## src/rtl/seg_regfile_pkg.sv

```systemverilog
package seg_regfile_pkg;
  localparam int CTRL_SLOTS = 8;
  localparam logic [2:0] SLOT_NOP  = 3'd0;
  localparam logic [2:0] SLOT_RSVD = 3'd6;
  localparam logic [1:0] BANK_CTRL = 2'b00;
  localparam logic [1:0] BANK_P0   = 2'b01;
  localparam logic [1:0] BANK_P1   = 2'b10;
  localparam logic [1:0] BANK_BOTH = 2'b11;

  function automatic logic slot_used(input logic [2:0] s);
    return (s != SLOT_NOP) && (s != SLOT_RSVD);
  endfunction
endpackage

```

## src/rtl/seg_sync.sv

```systemverilog
module seg_sync #(
  parameter int W = 1,
  parameter logic [W-1:0] RST_VAL = '0
) (
  input  logic         clk_i,
  input  logic         rst_ni,
  input  logic [W-1:0] d_i,
  output logic [W-1:0] q_o
);
  logic [W-1:0] meta_q;

  always_ff @(posedge clk_i or negedge rst_ni) begin
    if (!rst_ni) begin
      meta_q <= RST_VAL;
      q_o    <= RST_VAL;
    end else begin
      meta_q <= d_i;
      q_o    <= meta_q;
    end
  end
endmodule

```

## src/rtl/seg_frame_shifter.sv

```systemverilog
module seg_frame_shifter #(
  parameter int FRAME_BITS = 16,
  parameter int DW         = 8
) (
  input  logic                  clk_i,
  input  logic                  rst_ni,
  input  logic                  sck_i,
  input  logic                  csn_i,
  input  logic                  sdi_i,
  input  logic [DW-1:0]         rd_data_i,
  output logic [FRAME_BITS-1:0] frame_o,
  output logic                  wr_o
);
  localparam int CW = $clog2(FRAME_BITS) + 1;
  localparam logic [CW-1:0] CNT_MAX  = '1;
  localparam logic [CW-1:0] CNT_FULL = CW'(FRAME_BITS);

  logic          sck_q, csn_q;
  logic [CW-1:0] cnt_q;
  logic          sck_rise, csn_rise, csn_fall;

  assign sck_rise = sck_i & ~sck_q;
  assign csn_rise = csn_i & ~csn_q;
  assign csn_fall = ~csn_i & csn_q;

  always_ff @(posedge clk_i or negedge rst_ni) begin
    if (!rst_ni) begin
      sck_q   <= 1'b0;
      csn_q   <= 1'b1;
      cnt_q   <= '0;
      frame_o <= '0;
      wr_o    <= 1'b0;
    end else begin
      sck_q <= sck_i;
      csn_q <= csn_i;
      wr_o  <= 1'b0;
      if (csn_fall) begin
        cnt_q <= '0;
      end else if (sck_rise && !csn_i) begin
        frame_o <= {frame_o[FRAME_BITS-2:0], sdi_i};
        if (cnt_q != CNT_MAX) cnt_q <= cnt_q + 1'b1;
      end else if (csn_rise && cnt_q == CNT_FULL) begin
        // read: park data in the low byte for the next frame
        if (frame_o[FRAME_BITS-1]) frame_o[DW-1:0] <= rd_data_i;
        else                       wr_o <= 1'b1;
      end
    end
  end

  assert_wr_pulse_R10: assert property (@(posedge clk_i) disable iff (!rst_ni)
    wr_o |=> !wr_o);

  assert_idle_hold_R11: assert property (@(posedge clk_i) disable iff (!rst_ni)
    (csn_i && csn_q) |=> $stable(frame_o));
endmodule

```

## src/rtl/seg_regfile.sv

```systemverilog
module seg_regfile
  import seg_regfile_pkg::*;
#(
  parameter int NUM_DIGITS = 4,
  parameter int DW         = 8,
  parameter int AW         = 7
) (
  input  logic                     clk_i,
  input  logic                     rst_ni,
  input  logic                     wr_i,
  input  logic [AW-1:0]            wr_addr_i,
  input  logic [DW-1:0]            wr_data_i,
  input  logic [AW-1:0]            rd_addr_i,
  output logic [DW-1:0]            rd_data_o,
  output logic [CTRL_SLOTS*DW-1:0] ctrl_o,
  output logic [NUM_DIGITS*DW-1:0] plane0_o,
  output logic [NUM_DIGITS*DW-1:0] plane1_o
);
  localparam int DIGW = AW - 2;

  logic [1:0]      wr_bank, rd_bank;
  logic [DIGW-1:0] wr_dig, rd_dig;
  logic            ctrl_hit, wr_known;

  assign wr_bank  = wr_addr_i[AW-1 -: 2];
  assign rd_bank  = rd_addr_i[AW-1 -: 2];
  assign wr_dig   = wr_addr_i[DIGW-1:0];
  assign rd_dig   = rd_addr_i[DIGW-1:0];
  assign ctrl_hit = wr_i && wr_bank == BANK_CTRL && wr_addr_i[DIGW-1:3] == '0;

  for (genvar s = 0; s < CTRL_SLOTS; s++) begin : g_ctrl
    if (!slot_used(3'(s))) begin : g_none
      assign ctrl_o[s*DW +: DW] = '0;
    end else begin : g_reg
      logic [DW-1:0] q;
      always_ff @(posedge clk_i or negedge rst_ni) begin
        if (!rst_ni)                                  q <= '0;
        else if (ctrl_hit && wr_addr_i[2:0] == 3'(s)) q <= wr_data_i;
      end
      assign ctrl_o[s*DW +: DW] = q;
    end
  end

  for (genvar d = 0; d < NUM_DIGITS; d++) begin : g_dig
    logic [DW-1:0] p0_q, p1_q;
    logic          we0, we1;
    assign we0 = wr_i && wr_dig == DIGW'(d) && (wr_bank == BANK_P0 || wr_bank == BANK_BOTH);
    assign we1 = wr_i && wr_dig == DIGW'(d) && (wr_bank == BANK_P1 || wr_bank == BANK_BOTH);
    always_ff @(posedge clk_i or negedge rst_ni) begin
      if (!rst_ni) begin
        p0_q <= '0;
        p1_q <= '0;
      end else begin
        if (we0) p0_q <= wr_data_i;
        if (we1) p1_q <= wr_data_i;
      end
    end
    assign plane0_o[d*DW +: DW] = p0_q;
    assign plane1_o[d*DW +: DW] = p1_q;

    assert_dual_write_R5: assert property (@(posedge clk_i) disable iff (!rst_ni)
      (wr_i && wr_bank == BANK_BOTH && wr_dig == DIGW'(d))
      |=> (p0_q == p1_q && p0_q == $past(wr_data_i)));
  end

  always_comb begin
    rd_data_o = '0;
    case (rd_bank)
      BANK_CTRL: if (rd_addr_i[DIGW-1:3] == '0) rd_data_o = ctrl_o[int'(rd_addr_i[2:0])*DW +: DW];
      BANK_P0:   if (32'(rd_dig) < NUM_DIGITS) rd_data_o = plane0_o[int'(rd_dig)*DW +: DW];
      BANK_P1:   if (32'(rd_dig) < NUM_DIGITS) rd_data_o = plane1_o[int'(rd_dig)*DW +: DW];
      default:   rd_data_o = '0;
    endcase
  end

  assign wr_known = (wr_bank == BANK_CTRL)
                  ? (wr_addr_i[DIGW-1:3] == '0 && slot_used(wr_addr_i[2:0]))
                  : (32'(wr_dig) < NUM_DIGITS);

  assert_ignored_write_R9: assert property (@(posedge clk_i) disable iff (!rst_ni)
    (wr_i && !wr_known) |=> ($stable(ctrl_o) && $stable(plane0_o) && $stable(plane1_o)));

  assert_hold_no_write_R10: assert property (@(posedge clk_i) disable iff (!rst_ni)
    !wr_i |=> ($stable(ctrl_o) && $stable(plane0_o) && $stable(plane1_o)));
endmodule

```

## src/rtl/seg_serial_regfile.sv

```systemverilog
module seg_serial_regfile
  import seg_regfile_pkg::*;
#(
  parameter int NUM_DIGITS = 4,
  parameter int DW         = 8,
  parameter int AW         = 7
) (
  input  logic                     clk_i,
  input  logic                     rst_ni,
  input  logic                     sck_i,
  input  logic                     csn_i,
  input  logic                     sdi_i,
  output logic                     sdo_o,
  output logic [DW-1:0]            intensity_lo_o,
  output logic [DW-1:0]            intensity_hi_o,
  output logic [DW-1:0]            scan_limit_o,
  output logic [DW-1:0]            config_o,
  output logic [DW-1:0]            font_sel_o,
  output logic [DW-1:0]            test_o,
  output logic [NUM_DIGITS*DW-1:0] plane0_o,
  output logic [NUM_DIGITS*DW-1:0] plane1_o
);
  localparam int FRAME_BITS = 1 + AW + DW;

  logic [2:0]              sync_q;
  logic                    sck_s, csn_s, sdi_s;
  logic [FRAME_BITS-1:0]   frame;
  logic                    wr;
  logic [DW-1:0]           rd_data;
  logic [CTRL_SLOTS*DW-1:0] ctrl;

  seg_sync #(.W(3), .RST_VAL(3'b010)) u_sync (
    .clk_i (clk_i),
    .rst_ni(rst_ni),
    .d_i   ({sck_i, csn_i, sdi_i}),
    .q_o   (sync_q)
  );
  assign {sck_s, csn_s, sdi_s} = sync_q;

  seg_frame_shifter #(.FRAME_BITS(FRAME_BITS), .DW(DW)) u_shift (
    .clk_i    (clk_i),
    .rst_ni   (rst_ni),
    .sck_i    (sck_s),
    .csn_i    (csn_s),
    .sdi_i    (sdi_s),
    .rd_data_i(rd_data),
    .frame_o  (frame),
    .wr_o     (wr)
  );

  seg_regfile #(.NUM_DIGITS(NUM_DIGITS), .DW(DW), .AW(AW)) u_regs (
    .clk_i    (clk_i),
    .rst_ni   (rst_ni),
    .wr_i     (wr),
    .wr_addr_i(frame[DW +: AW]),
    .wr_data_i(frame[DW-1:0]),
    .rd_addr_i(frame[DW +: AW]),
    .rd_data_o(rd_data),
    .ctrl_o   (ctrl),
    .plane0_o (plane0_o),
    .plane1_o (plane1_o)
  );

  assign sdo_o          = frame[FRAME_BITS-1];
  assign intensity_lo_o = ctrl[1*DW +: DW];
  assign intensity_hi_o = ctrl[2*DW +: DW];
  assign scan_limit_o   = ctrl[3*DW +: DW];
  assign config_o       = ctrl[4*DW +: DW];
  assign font_sel_o     = ctrl[5*DW +: DW];
  assign test_o         = ctrl[7*DW +: DW];

  assert_write_between_frames_R10: assert property (@(posedge clk_i) disable iff (!rst_ni)
    wr |-> csn_s);

  assert_sdo_quiet_R11: assert property (@(posedge clk_i) disable iff (!rst_ni)
    (csn_s && $past(csn_s)) |=> $stable(sdo_o));
endmodule

```

## config.mk

```make
export PLATFORM = sky130hd
export DESIGN_NAME = seg_serial_regfile
export DESIGN_NICKNAME = d
export VERILOG_FILES = /design/src/rtl/seg_regfile_pkg.sv /design/src/rtl/seg_sync.sv /design/src/rtl/seg_frame_shifter.sv /design/src/rtl/seg_regfile.sv /design/src/rtl/seg_serial_regfile.sv
export SDC_FILE = /design/constraint.sdc
export NUM_CORES = 1
export LEC_CHECK = 0
export ABC_AREA = 1
export BUFFER_PORTS_ARGS = -buffer_cell sky130_fd_sc_hd__buf_2
export CORE_UTILIZATION = 45
export DETAILED_ROUTE_END_ITERATION = 12
export GPL_TIMING_DRIVEN = 0
export PLACE_DENSITY = 0.67
export SETUP_SLACK_MARGIN = 0.2
export SLEW_MARGIN = 25
export SYNTH_ARGS = -nofsm -noshare
export SYNTH_HDL_FRONTEND = slang
export SYNTH_SLANG_ARGS = --single-unit
```

## constraint.sdc

```tcl
create_clock -name clk_i -period 1.7 [get_ports clk_i]
set_input_delay 0.085 -clock clk_i [delete_from_list [all_inputs] [get_ports clk_i]]
set_output_delay 0.085 -clock clk_i [all_outputs]
set_load 0.1 [all_outputs]
```

**Word level (Yosys, flattened, before mapping)**

Cells that the tools add are included.

- Equal/unequal tests: 14
- $lt $le $gt $ge: 1
- $add $sub $neg: 1
- Multiplexer cells: 14
- Shift operators: 3
- Bitwise operators: 7
- Reduce and logical (&&, ||, !) cells: 35

Operators by type and width:

| kind | count |
|---|---|
| $shiftx A32 B9 Y8 | 2 |
| $shiftx A64 B7 Y8 | 1 |
| $mux W8 | 6 |
| $pmux W8 S3 | 1 |
| $logic_and A1 B1 Y1 | 22 |
| $mux W5 | 3 |
| $eq A5 B2 Y1 const B | 2 |
| $eq A3 B3 Y1 const B | 3 |
| $reduce_bool A2 Y1 | 4 |
| $eq A3 B2 Y1 const B | 2 |
| $add A5 B1 Y5 const B | 1 |
| $eq A5 B1 Y1 const B | 1 |
| $eq A5 B5 Y1 const B | 1 |
| $logic_not A5 Y1 | 1 |
| $lt A5 B3 Y1 const B | 1 |
| $ne A5 B5 Y1 const B | 1 |
| $eq A2 B2 Y1 const B | 2 |
| $logic_not A2 Y1 | 2 |
| $mux W1 | 4 |
| $not A1 Y1 | 4 |
| $reduce_and A2 Y1 | 2 |
| $and A1 B1 Y1 | 3 |
| $eq A3 B1 Y1 const B | 1 |
| $reduce_and A3 Y1 | 1 |
| 3 further kinds | 4 |

- Register bits after elaboration: 142
- Output and inout bits: 113
- Logic and storage cells: 97

**Longest topological paths before layout**

Gate-level depths: netlist of the first run.

- Depth after elaboration: 6
- Mapped depth: 12

**Cells and area by module**

From an unflattened synthesis of the first run, not the netlist that was laid out.

- Cells, all modules: 903
- Area, all modules: 7110.6 um2

Modules (own cells, without submodules):

| module | area an instance (um2) | cells each | instances |
|---|---|---|---|
| seg_regfile | 5718.0 | 756 | 1 |
| seg_frame_shifter | 1239.9 | 141 | 1 |
| seg_sync | 152.6 | 6 | 1 |

**Least setup slack after synthesis of the first run**

Ideal clock, no wire load.

- Kind: reg2reg
- Start point: register u_shift.frame_o[15]
- End point: register u_shift.frame_o[0]
- Required time: 1.577 ns
- Setup time: 0.123 ns
- Arrival: 1.690 ns
- Cell stages (with the launch flop): 6
- Path slack: -0.113 ns
- Cells stage by stage: dfrtp_1 or2_2 nand3_1 inv_1 nor2_1 a21oi_1

- Longest elaborated chain between the ends: 2

RTL lines:

| item | RTL line | RTL |
|---|---|---|
| start: declaration | seg_frame_shifter.sv:11 | `output logic [FRAME_BITS-1:0] frame_o,` |
| start signal: assignment | seg_frame_shifter.sv:40 | `frame_o <= {frame_o[FRAME_BITS-2:0], sdi_i};` |
| $reduce_bool A2 Y1 (no line) | n/a |  |
| $reduce_and A3 Y1 (no line) | n/a |  |

No other way between the ends.
A chain may end at the register's enable or synchronous reset.

**Worst setup path after layout of the first run**

- Start point: register u_shift.frame_o[9]
- End point: register u_shift.frame_o[3]

- Longest elaborated chain between the ends: 6
- Elaborated cells on any way between the ends: 11
- Those cells by class: 1 x order compare; 3 x shift; 7 x mux

RTL lines:

| item | RTL line | RTL |
|---|---|---|
| $shiftx A64 B7 Y8 (tied with other cells) | seg_regfile.sv:69 | `BANK_CTRL: if (rd_addr_i[DIGW-1:3] == '0) rd_data_o = ctrl_o[int'(rd_addr_i[2:0])*DW +: DW];` |
| $mux W8 (on tied branches) | seg_regfile.sv:69, seg_regfile.sv:70, seg_regfile.sv:71 |  |
| $pmux W8 S3 (*) | seg_regfile.sv:68 | `case (rd_bank)` |
| $mux W8 (*) | seg_frame_shifter.sv:44 | `if (frame_o[FRAME_BITS-1]) frame_o[DW-1:0] <= rd_data_i;` |
| $mux W8 (*) | seg_frame_shifter.sv:42 | `end else if (csn_rise && cnt_q == CNT_FULL) begin` |
| $mux W8 (*) | seg_frame_shifter.sv:39 | `end else if (sck_rise && !csn_i) begin` |

Every way passes the cells marked *; elsewhere a longest branch is shown, timed or not. The select of a mux whose other input is x is not followed.

==> metrics.txt, run 1 <==
# TYPE chip_impl_metric gauge
chip_impl_info{name="run_status",value="finished, violations left"} 1
chip_impl_info{name="violations",value="setup timing"} 1
chip_impl_metric{name="maximum_vdd_ir_drop",unit="V"} 0.000916
chip_impl_metric{name="final_net_count",unit=""} 990
chip_impl_metric{name="vias_in_the_first_global_route",unit=""} 6008
chip_impl_info{name="cpLargestDelayFamily",value="simple AND/OR/NAND/NOR gates"} 1
chip_impl_metric{name="timing.final.crit_share",unit="%"} 102
chip_impl_info{name="worst_setup_path_start_kind",value="flip-flop"} 1
chip_impl_info{name="cp_cell_sequence",value="buf_8, nor2_4, buf_6, nand2_1, nand3_2, nand2_1, nand2_1, inv_1, nand2_1, nand2_1, a21oi_1"} 1
chip_impl_info{name="mostFrequentLayoutCell",value="nand2_1"} 1
chip_impl_metric{name="grt_first_pass_wirelength",unit="µm"} 32800
chip_impl_metric{name="initial_utilization",unit="%"} 46.9
chip_impl_metric{name="pre_cts_ws",unit="ns"} -0.369
chip_impl_metric{name="final_antenna_net_count",unit=""} 0
chip_impl_metric{name="detail_route.wirelength",unit="µm"} 25100
chip_impl_metric{name="post_synth_instance_area",unit="mm²"} 0.00633
chip_impl_info{name="hold_path.class",value="primary input to async pin"} 1
chip_impl_metric{name="detailed_place_hpwl",unit="µm"} 13700
chip_impl_metric{name="post_synth_num_cell_types",unit=""} 21
chip_impl_metric{name="fin_total_pwr",unit="mW"} 15.0
chip_impl_metric{name="postPlaceCellArea",unit="mm²"} 0.00733
chip_impl_metric{name="fin_area",unit="mm²"} 0.0100
chip_impl_metric{name="post-route-min-period",unit="ns"} 1.73
chip_impl_metric{name="crit_path_max_fanout",unit=""} 8
chip_impl_info{name="crit_path_end_kind",value="flip-flop"} 1
chip_impl_metric{name="drive_gt1_share",unit="%"} 61.9
chip_impl_metric{name="worstMarginPinSlew",unit="ns"} 0.589
chip_impl_metric{name="totalNegativeSetupSlack",unit="ns"} -0.108
chip_impl_info{name="timing.rr.start",value="u_shift.frame_o[9]"} 1
chip_impl_metric{name="viasPerCell",unit=""} 5.91
chip_impl_info{name="crit_start",value="u_shift.frame_o[9]"} 1
chip_impl_metric{name="maxCapViolations",unit=""} 0
chip_impl_metric{name="routed_wire_per_std_cell",unit="µm"} 21.4
chip_impl_metric{name="timing.fmax",unit="GHz"} 0.579
chip_impl_metric{name="detail_route.wirelength.met1",unit="µm"} 9860
chip_impl_metric{name="maxSlewViolCount",unit=""} 0
chip_impl_metric{name="floorplan.rows",unit=""} 42
chip_impl_metric{name="synthesis.nets",unit=""} 779
chip_impl_metric{name="postLayoutSetupSlackWorst",unit="ns"} -0.0269
chip_impl_metric{name="pin_count_of_the_biggest_net_entering_global_routing",unit=""} 73
chip_impl_metric{name="timing.critical_path.slowest_cell_delay",unit="ns"} 0.46
chip_impl_metric{name="clock_transition_at_the_register_clock_pins_on_the_worst_setup_and_hold_paths_after_cts",unit="ns"} 0.07
chip_impl_metric{name="critical_path_required",unit="ns"} 2.05
chip_impl_metric{name="layout.cells.non_filler",unit=""} 1171
chip_impl_metric{name="final.setup_skew",unit="ns"} 0.0129
chip_impl_metric{name="static_leakage",unit="nW"} 4.81
chip_impl_metric{name="finalHoldViolations",unit=""} 0
chip_impl_metric{name="power_density",unit="mW/mm²"} 1500
chip_impl_metric{name="initial_drt_pass_iterations",unit=""} 6
chip_impl_metric{name="ys_ff_latch",unit=""} 142
chip_impl_info{name="path_common_cell",value="nand2_1"} 1
chip_impl_metric{name="post-route-drc-count",unit=""} 0
chip_impl_metric{name="clock_tree.htree_level_count",unit=""} 4
chip_impl_metric{name="clk-insertion-delay-late",unit="ns"} 0.43
chip_impl_metric{name="route.vias.total",unit=""} 6920
chip_impl_metric{name="floorplan.io_pins",unit=""} 118
chip_impl_metric{name="placed_cells",unit=""} 1065
chip_impl_metric{name="setup_viol",unit=""} 7
chip_impl_metric{name="die-width",unit="µm"} 121
chip_impl_info{name="worst-setup-path-type",value="flip-flop to flip-flop"} 1
chip_impl_info{name="cpMaxStageDelayCell",value="dfrtp_2"} 1
chip_impl_metric{name="die_area",unit="mm²"} 0.0145
chip_impl_metric{name="clock_sinks",unit=""} 142
chip_impl_metric{name="hold_ws",unit="ns"} 0.210
chip_impl_info{name="clock-root-buffer",value="clkbuf_16"} 1
chip_impl_metric{name="post-route-util",unit="%"} 74.2
chip_impl_metric{name="die_height",unit="µm"} 121
chip_impl_metric{name="overflow",unit=""} 0
chip_impl_metric{name="post_synthesis_instance_total",unit=""} 771
chip_impl_info{name="highest_layer",value="met4"} 1
chip_impl_metric{name="track_usage",unit="%"} 30.5
chip_impl_metric{name="clock_tree.buffer_depth",unit=""} 2
chip_impl_info{name="layout.cells.most_common_list",value="nand2_1, buf_2, dfrtp_2"} 1
chip_impl_metric{name="drt_iter0_drc",unit=""} 903
chip_impl_info{name="cts_tree",value="built"} 1
chip_impl_metric{name="met2_wirelength",unit="µm"} 11500
chip_impl_metric{name="antenna-diode-count",unit=""} 0
chip_impl_metric{name="worst_slew_margin_rel",unit="%"} 60.7
chip_impl_metric{name="antenna_violations_before_repair",unit=""} 0
chip_impl_metric{name="timing.critical_path.buf_inv",unit=""} 3
chip_impl_metric{name="syn_to_final_growth",unit="%"} 58.4
chip_impl_metric{name="cts_inserted_buffers",unit=""} 17
chip_impl_metric{name="worst_ep_arrival_time",unit="ns"} 2.08
chip_impl_info{name="rsz0062_at_grt",value="true"} 1
chip_impl_metric{name="core_area",unit="mm²"} 0.0135
chip_impl_metric{name="ys.warnings.count",unit=""} 0
chip_impl_metric{name="synth.yosys.seq_area_share",unit="%"} 56.2
chip_impl_metric{name="avgSynthCellArea",unit="µm²"} 8.21
chip_impl_metric{name="route.met3.wl",unit="µm"} 2420
chip_impl_metric{name="portBuffers",unit=""} 117
chip_impl_metric{name="gp_congestion",unit=""} 0.920
==> Yosys cell counts <==
master,count,area share [%]
a21oi_1,19,1.5
buf_1,1,0.059
buf_2,11,0.87
buf_4,4,0.47
buf_6,6,1.1
clkbuf_1,17,1.0
clkinv_1,1,0.059
dfrtp_1,139,55
dfstp_2,3,1.2
ha_1,3,0.59
inv_1,29,1.7
inv_2,2,0.12
mux2_2,1,0.18
nand2_1,290,17
nand3_1,71,5.6
nand4_1,2,0.20
nor2_1,25,1.5
nor2_2,2,0.20
nor3_1,4,0.32
o21ai_0,140,11
or2_2,1,0.099
==> registers in the layout (all words and copies together) (netlist names) <==
| signal | cells |
|---|---|
| u_shift.frame_o | 16 |
| u_shift.wr_o | 1 |
| u_shift.csn_q | 1 |
| u_sync.q_o | 3 |
| u_regs.g_dig.p0_q | 32 |
| u_regs.g_dig.p1_q | 32 |
| u_sync.meta_q | 3 |
| u_regs.g_ctrl.g_reg.q | 48 |
| u_shift.sck_q | 1 |
| u_shift.cnt_q | 5 |
==> final timing paths <==
kind,to,cells past startpoint,slack [ns]
max in group asynchronous,u_sync.meta_q[1],3,0.71
hold reg to reg,u_sync.q_o[2],0,0.35
hold / removal,u_regs.g_dig[0].p0_q[0],2,0.21
setup reg to reg,u_shift.frame_o[3],11,-0.03
min in group clk_i,u_sync.meta_q[0],2,0.30
setup / recovery,u_shift.frame_o[3],11,-0.03
==> layer usage <==
metal | up-vias | track usage, %
li1 | 2975 | -
met1 | 3353 | 42.5
met2 | 474 | 46.3
met3 | 118 | 6.13
met4 | 0 | 12.8
met5 | - | 0
==> power breakdown <==
part,leakage [nW],internal [mW],total [mW],switching (mW)
logic,2.79,1.60,6.96,5.36
registers,1.73,3.93,4.47,0.539
clock network,0.281,2.15,3.58,1.42
total,4.81,7.68,15.0,7.32
==> worst register-to-register path, stage by stage (launching register included) <==
cell and delay (ns):
dfrtp_2 0.46, buf_8 0.17, nor2_4 0.20, buf_6 0.17, nand2_1 0.09, nand3_2 0.09
nand2_1 0.07, nand2_1 0.08, inv_1 0.04, nand2_1 0.06, nand2_1 0.05, a21oi_1 0.16
==> area by class of cell <==
class | instances | area, µm²
multi-input cells | 558 | 3480
well taps | 176 | 220
clock inverters | 7 | 60.1
fillers | 865 | 3480
inverters | 32 | 143
repair buffers | 192 | 1500
plain buffers | 39 | 422
flip-flops and latches | 142 | 3710
clock buffers | 25 | 495
==> repair_timing <==
item,CTS,global route
buffers inserted,30,23
endpoints found under the hold margin,74,0
gates cloned,6,11
hold buffers,4,0
resized for setup,171,388
endpoints found under the setup margin,132,129
pin swaps,22,32
==> kinds of logic (layout without fill, tap and decap cells) <==
group / count (synthesis) / count (layout) / synth area share [%]
and+or+nand+nor: 395 / 395 / 25.1
adders and majority gates: 3 / 3 / 0.593
AOI/OAI and AO/OA: 159 / 159 / 12.6
buffers and inverters: 71 / 295 / 5.38
muxes: 1 / 1 / 0.178
DFF: 142 / 142 / 56.2
Power figures use the tool's default switching activity.
==> run 2: changes to the inputs <==
--- a/config.mk
+++ b/config.mk
@@ -6,11 +6,10 @@
 export NUM_CORES = 1
 export LEC_CHECK = 0
 export ABC_AREA = 1
-export BUFFER_PORTS_ARGS = -buffer_cell sky130_fd_sc_hd__buf_2
 export CORE_UTILIZATION = 45
 export DETAILED_ROUTE_END_ITERATION = 12
+export DONT_BUFFER_PORTS = 1
 export GPL_TIMING_DRIVEN = 0
-export PLACE_DENSITY = 0.67
 export SETUP_SLACK_MARGIN = 0.2
 export SLEW_MARGIN = 25
 export SYNTH_ARGS = -nofsm -noshare
==> metrics.txt, run 2 (synthesis gave the netlist of run 1 again) <==
# TYPE chip_impl_metric gauge
chip_impl_metric{name="final.setup_skew",unit="ns"} 0.0122
chip_impl_metric{name="power_share_of_the_combinational_group",unit="%"} 26.5
chip_impl_metric{name="viasPerCell",unit=""} 5.89
chip_impl_info{name="registers.top_by_ff_count",value="u_regs.g_ctrl.g_reg.q"} 1
chip_impl_metric{name="number_of_hold_buffers_added_after_cts",unit=""} 3
chip_impl_metric{name="timing.final.crit_share",unit="%"} 105
chip_impl_metric{name="final_antenna_net_count",unit=""} 0
chip_impl_metric{name="drt_iter0_drc",unit=""} 573
chip_impl_info{name="run_status",value="finished, violations left"} 1
chip_impl_metric{name="core_area",unit="mm²"} 0.0135
chip_impl_metric{name="postLayoutSetupSlackWorst",unit="ns"} -0.0923
chip_impl_info{name="layout.cells.most_common_list",value="nand2_1, dfrtp_2, nand3_1"} 1
chip_impl_info{name="clock-root-buffer",value="clkbuf_16"} 1
chip_impl_metric{name="fin_area",unit="mm²"} 0.00880
chip_impl_metric{name="antenna-diode-count",unit=""} 0
chip_impl_metric{name="route.vias.total",unit=""} 6160
chip_impl_metric{name="worst_ep_arrival_time",unit="ns"} 2.15
chip_impl_metric{name="power_density",unit="mW/mm²"} 1550
chip_impl_metric{name="overflow",unit=""} 0
chip_impl_metric{name="maximum_vdd_ir_drop",unit="V"} 0.00101
chip_impl_info{name="hold_path.class",value="primary input to async pin"} 1
chip_impl_metric{name="met2_wirelength",unit="µm"} 10200
chip_impl_metric{name="finalHoldViolations",unit=""} 142
chip_impl_metric{name="hold_ws",unit="ns"} -0.652
chip_impl_metric{name="detail_route.wirelength.met1",unit="µm"} 9090
chip_impl_metric{name="worstMarginPinSlew",unit="ns"} 0.579
chip_impl_info{name="largest_registers",value="u_regs.g_ctrl.g_reg.q x48, u_regs.g_dig.p0_q x32, u_regs.g_dig.p1_q x32"} 1
chip_impl_metric{name="gp_congestion",unit=""} 0.912
chip_impl_metric{name="maxSlewViolCount",unit=""} 0
chip_impl_metric{name="detail_route.wirelength",unit="µm"} 22100
chip_impl_metric{name="cts_inserted_buffers",unit=""} 17
chip_impl_metric{name="detailed_place_hpwl",unit="µm"} 13800
chip_impl_info{name="worst-setup-path-type",value="flip-flop to flip-flop"} 1
chip_impl_metric{name="worst_slew_margin_rel",unit="%"} 61.4
chip_impl_info{name="crit_path_end_kind",value="flip-flop"} 1
chip_impl_metric{name="static_leakage",unit="nW"} 3.99
chip_impl_metric{name="largest_reg_flops",unit=""} 48
chip_impl_metric{name="syn_to_final_growth",unit="%"} 39.0
chip_impl_metric{name="totalNegativeSetupSlack",unit="ns"} -0.225
chip_impl_metric{name="clk-insertion-delay-late",unit="ns"} 0.43
chip_impl_metric{name="maxCapViolations",unit=""} 0
chip_impl_info{name="mostFrequentLayoutCell",value="nand2_1"} 1
chip_impl_metric{name="clock_transition_at_the_register_clock_pins_on_the_worst_setup_and_hold_paths_after_cts",unit="ns"} 0.06
chip_impl_info{name="violations",value="hold timing, setup timing"} 1
chip_impl_metric{name="post-route-min-period",unit="ns"} 1.79
chip_impl_metric{name="pwr-share-clk",unit="%"} 24.2
chip_impl_info{name="rsz0062_at_grt",value="true"} 1
chip_impl_metric{name="track_usage",unit="%"} 30.0
chip_impl_metric{name="clock_sinks",unit=""} 142
chip_impl_metric{name="drive_gt1_share",unit="%"} 45.5
chip_impl_metric{name="portBuffers",unit=""} 0
chip_impl_metric{name="post-route-drc-count",unit=""} 0
chip_impl_info{name="highest_layer",value="met4"} 1
chip_impl_metric{name="clock_tree.htree_level_count",unit=""} 4
chip_impl_metric{name="die-width",unit="µm"} 121
chip_impl_metric{name="internal_power",unit="mW"} 6.93
chip_impl_metric{name="seqPwrFrac",unit="%"} 49.2
chip_impl_metric{name="die_area",unit="mm²"} 0.0145
chip_impl_info{name="cts_tree",value="built"} 1
chip_impl_metric{name="critical_path_required",unit="ns"} 2.06
chip_impl_metric{name="initial_drt_pass_iterations",unit=""} 5
chip_impl_metric{name="pin_count_of_the_biggest_net_entering_global_routing",unit=""} 143
chip_impl_metric{name="setup_viol",unit=""} 7
chip_impl_info{name="worst_setup_path_start_kind",value="flip-flop"} 1
chip_impl_metric{name="timing.fmax",unit="GHz"} 0.558
chip_impl_metric{name="initial_utilization",unit="%"} 46.9
chip_impl_metric{name="postPlaceCellArea",unit="mm²"} 0.00670
chip_impl_metric{name="routed_wire_per_std_cell",unit="µm"} 21.2
chip_impl_metric{name="crit_path_max_fanout",unit=""} 9
chip_impl_metric{name="power_switching",unit="mW"} 6.68
chip_impl_metric{name="floorplan.rows",unit=""} 42
chip_impl_metric{name="route.met3.wl",unit="µm"} 2140
chip_impl_metric{name="proportion_of_total_power_due_to_net_switching",unit="%"} 49.1
chip_impl_metric{name="die_height",unit="µm"} 121
chip_impl_metric{name="antenna_violations_before_repair",unit=""} 0
chip_impl_metric{name="vias_in_the_first_global_route",unit=""} 5645
chip_impl_metric{name="final_net_count",unit=""} 865
chip_impl_metric{name="grt_first_pass_wirelength",unit="µm"} 32200
chip_impl_metric{name="floorplan.io_pins",unit=""} 118
chip_impl_metric{name="clock_tree.buffer_depth",unit=""} 2
[run 2: per-layer routing]
layer	up-vias	GRT usage (%)
met3	58	9.43
met1	3069	40.3
met4	0	13.0
met5	-	0
li1	2714	-
met2	319	44.6
[run 2: power by group through the flow]
stage               sequential [mW]  clock [mW]  combinational [mW]
floorplan                      6.56           0                1.43
global placement               6.71           0                2.29
detailed placement             6.73           0                2.35
CTS                            6.68        3.31                3.15
global route                   6.75        3.46                3.80
finish                         6.70        3.30                3.61
[run 2: area by class of cell]
type	count	area (µm²)
flip-flops and latches	142	3710
plain buffers	39	369
fillers	1036	4710
repair buffers	67	727
well taps	176	220
multi-input cells	558	3140
clock inverters	3	15.0
clock buffers	29	490
inverters	32	135
[run 2: worst paths after layout]
check                           slack (ns)                     endpoint  cells after the start          startpoint
worst max-delay path                 -0.09           u_shift.frame_o[0]                     12  u_shift.frame_o[9]
worst min-delay path                 -0.65      u_regs.g_dig[2].p0_q[5]                      0              rst_ni
worst max register to register       -0.09           u_shift.frame_o[0]                     12  u_shift.frame_o[9]
worst min register to register        0.35                u_sync.q_o[2]                      0    u_sync.meta_q[2]
max in group asynchronous             2.08  u_regs.g_ctrl[5].g_reg.q[4]                      0              rst_ni
min in group clk_i                    0.21             u_sync.meta_q[1]                      1               csn_i
[run 2: worst max-delay path, stage by stage (launching register included)]
cell and delay, ns:
dfrtp_2 0.44, buf_6 0.16, nor2_4 0.21, buf_4 0.18, buf_4 0.11, nand2_1 0.06, nand3_1 0.09, nand2_1 0.06
nand2_1 0.07, inv_1 0.05, nand2_1 0.07, nand2_1 0.07, a21oi_1 0.14
[run 2: metrics by stage]
stage	hold slack, ns	util (%)	power, mW	worst slack (ns)	std cells
after floorplan	-0.211	-	7.99	0.218	771
final	-0.652	65.2	13.6	-0.0923	1046
after global placement	-0.207	49.6	9.00	-0.339	947
after global routing	-0.655	65.2	14.0	-0.145	1046
after detailed placement	-0.206	49.6	9.08	-0.378	947
after CTS	-0.655	60.1	13.1	0.0563	1027
[run 2: what timing repair did]
action,CTS,global route
setup buffers,38,11
endpoints found under the hold margin,145,142
pin swaps,19,21
cloned,7,8
endpoints found under the setup margin,133,131
gates resized for setup,196,201
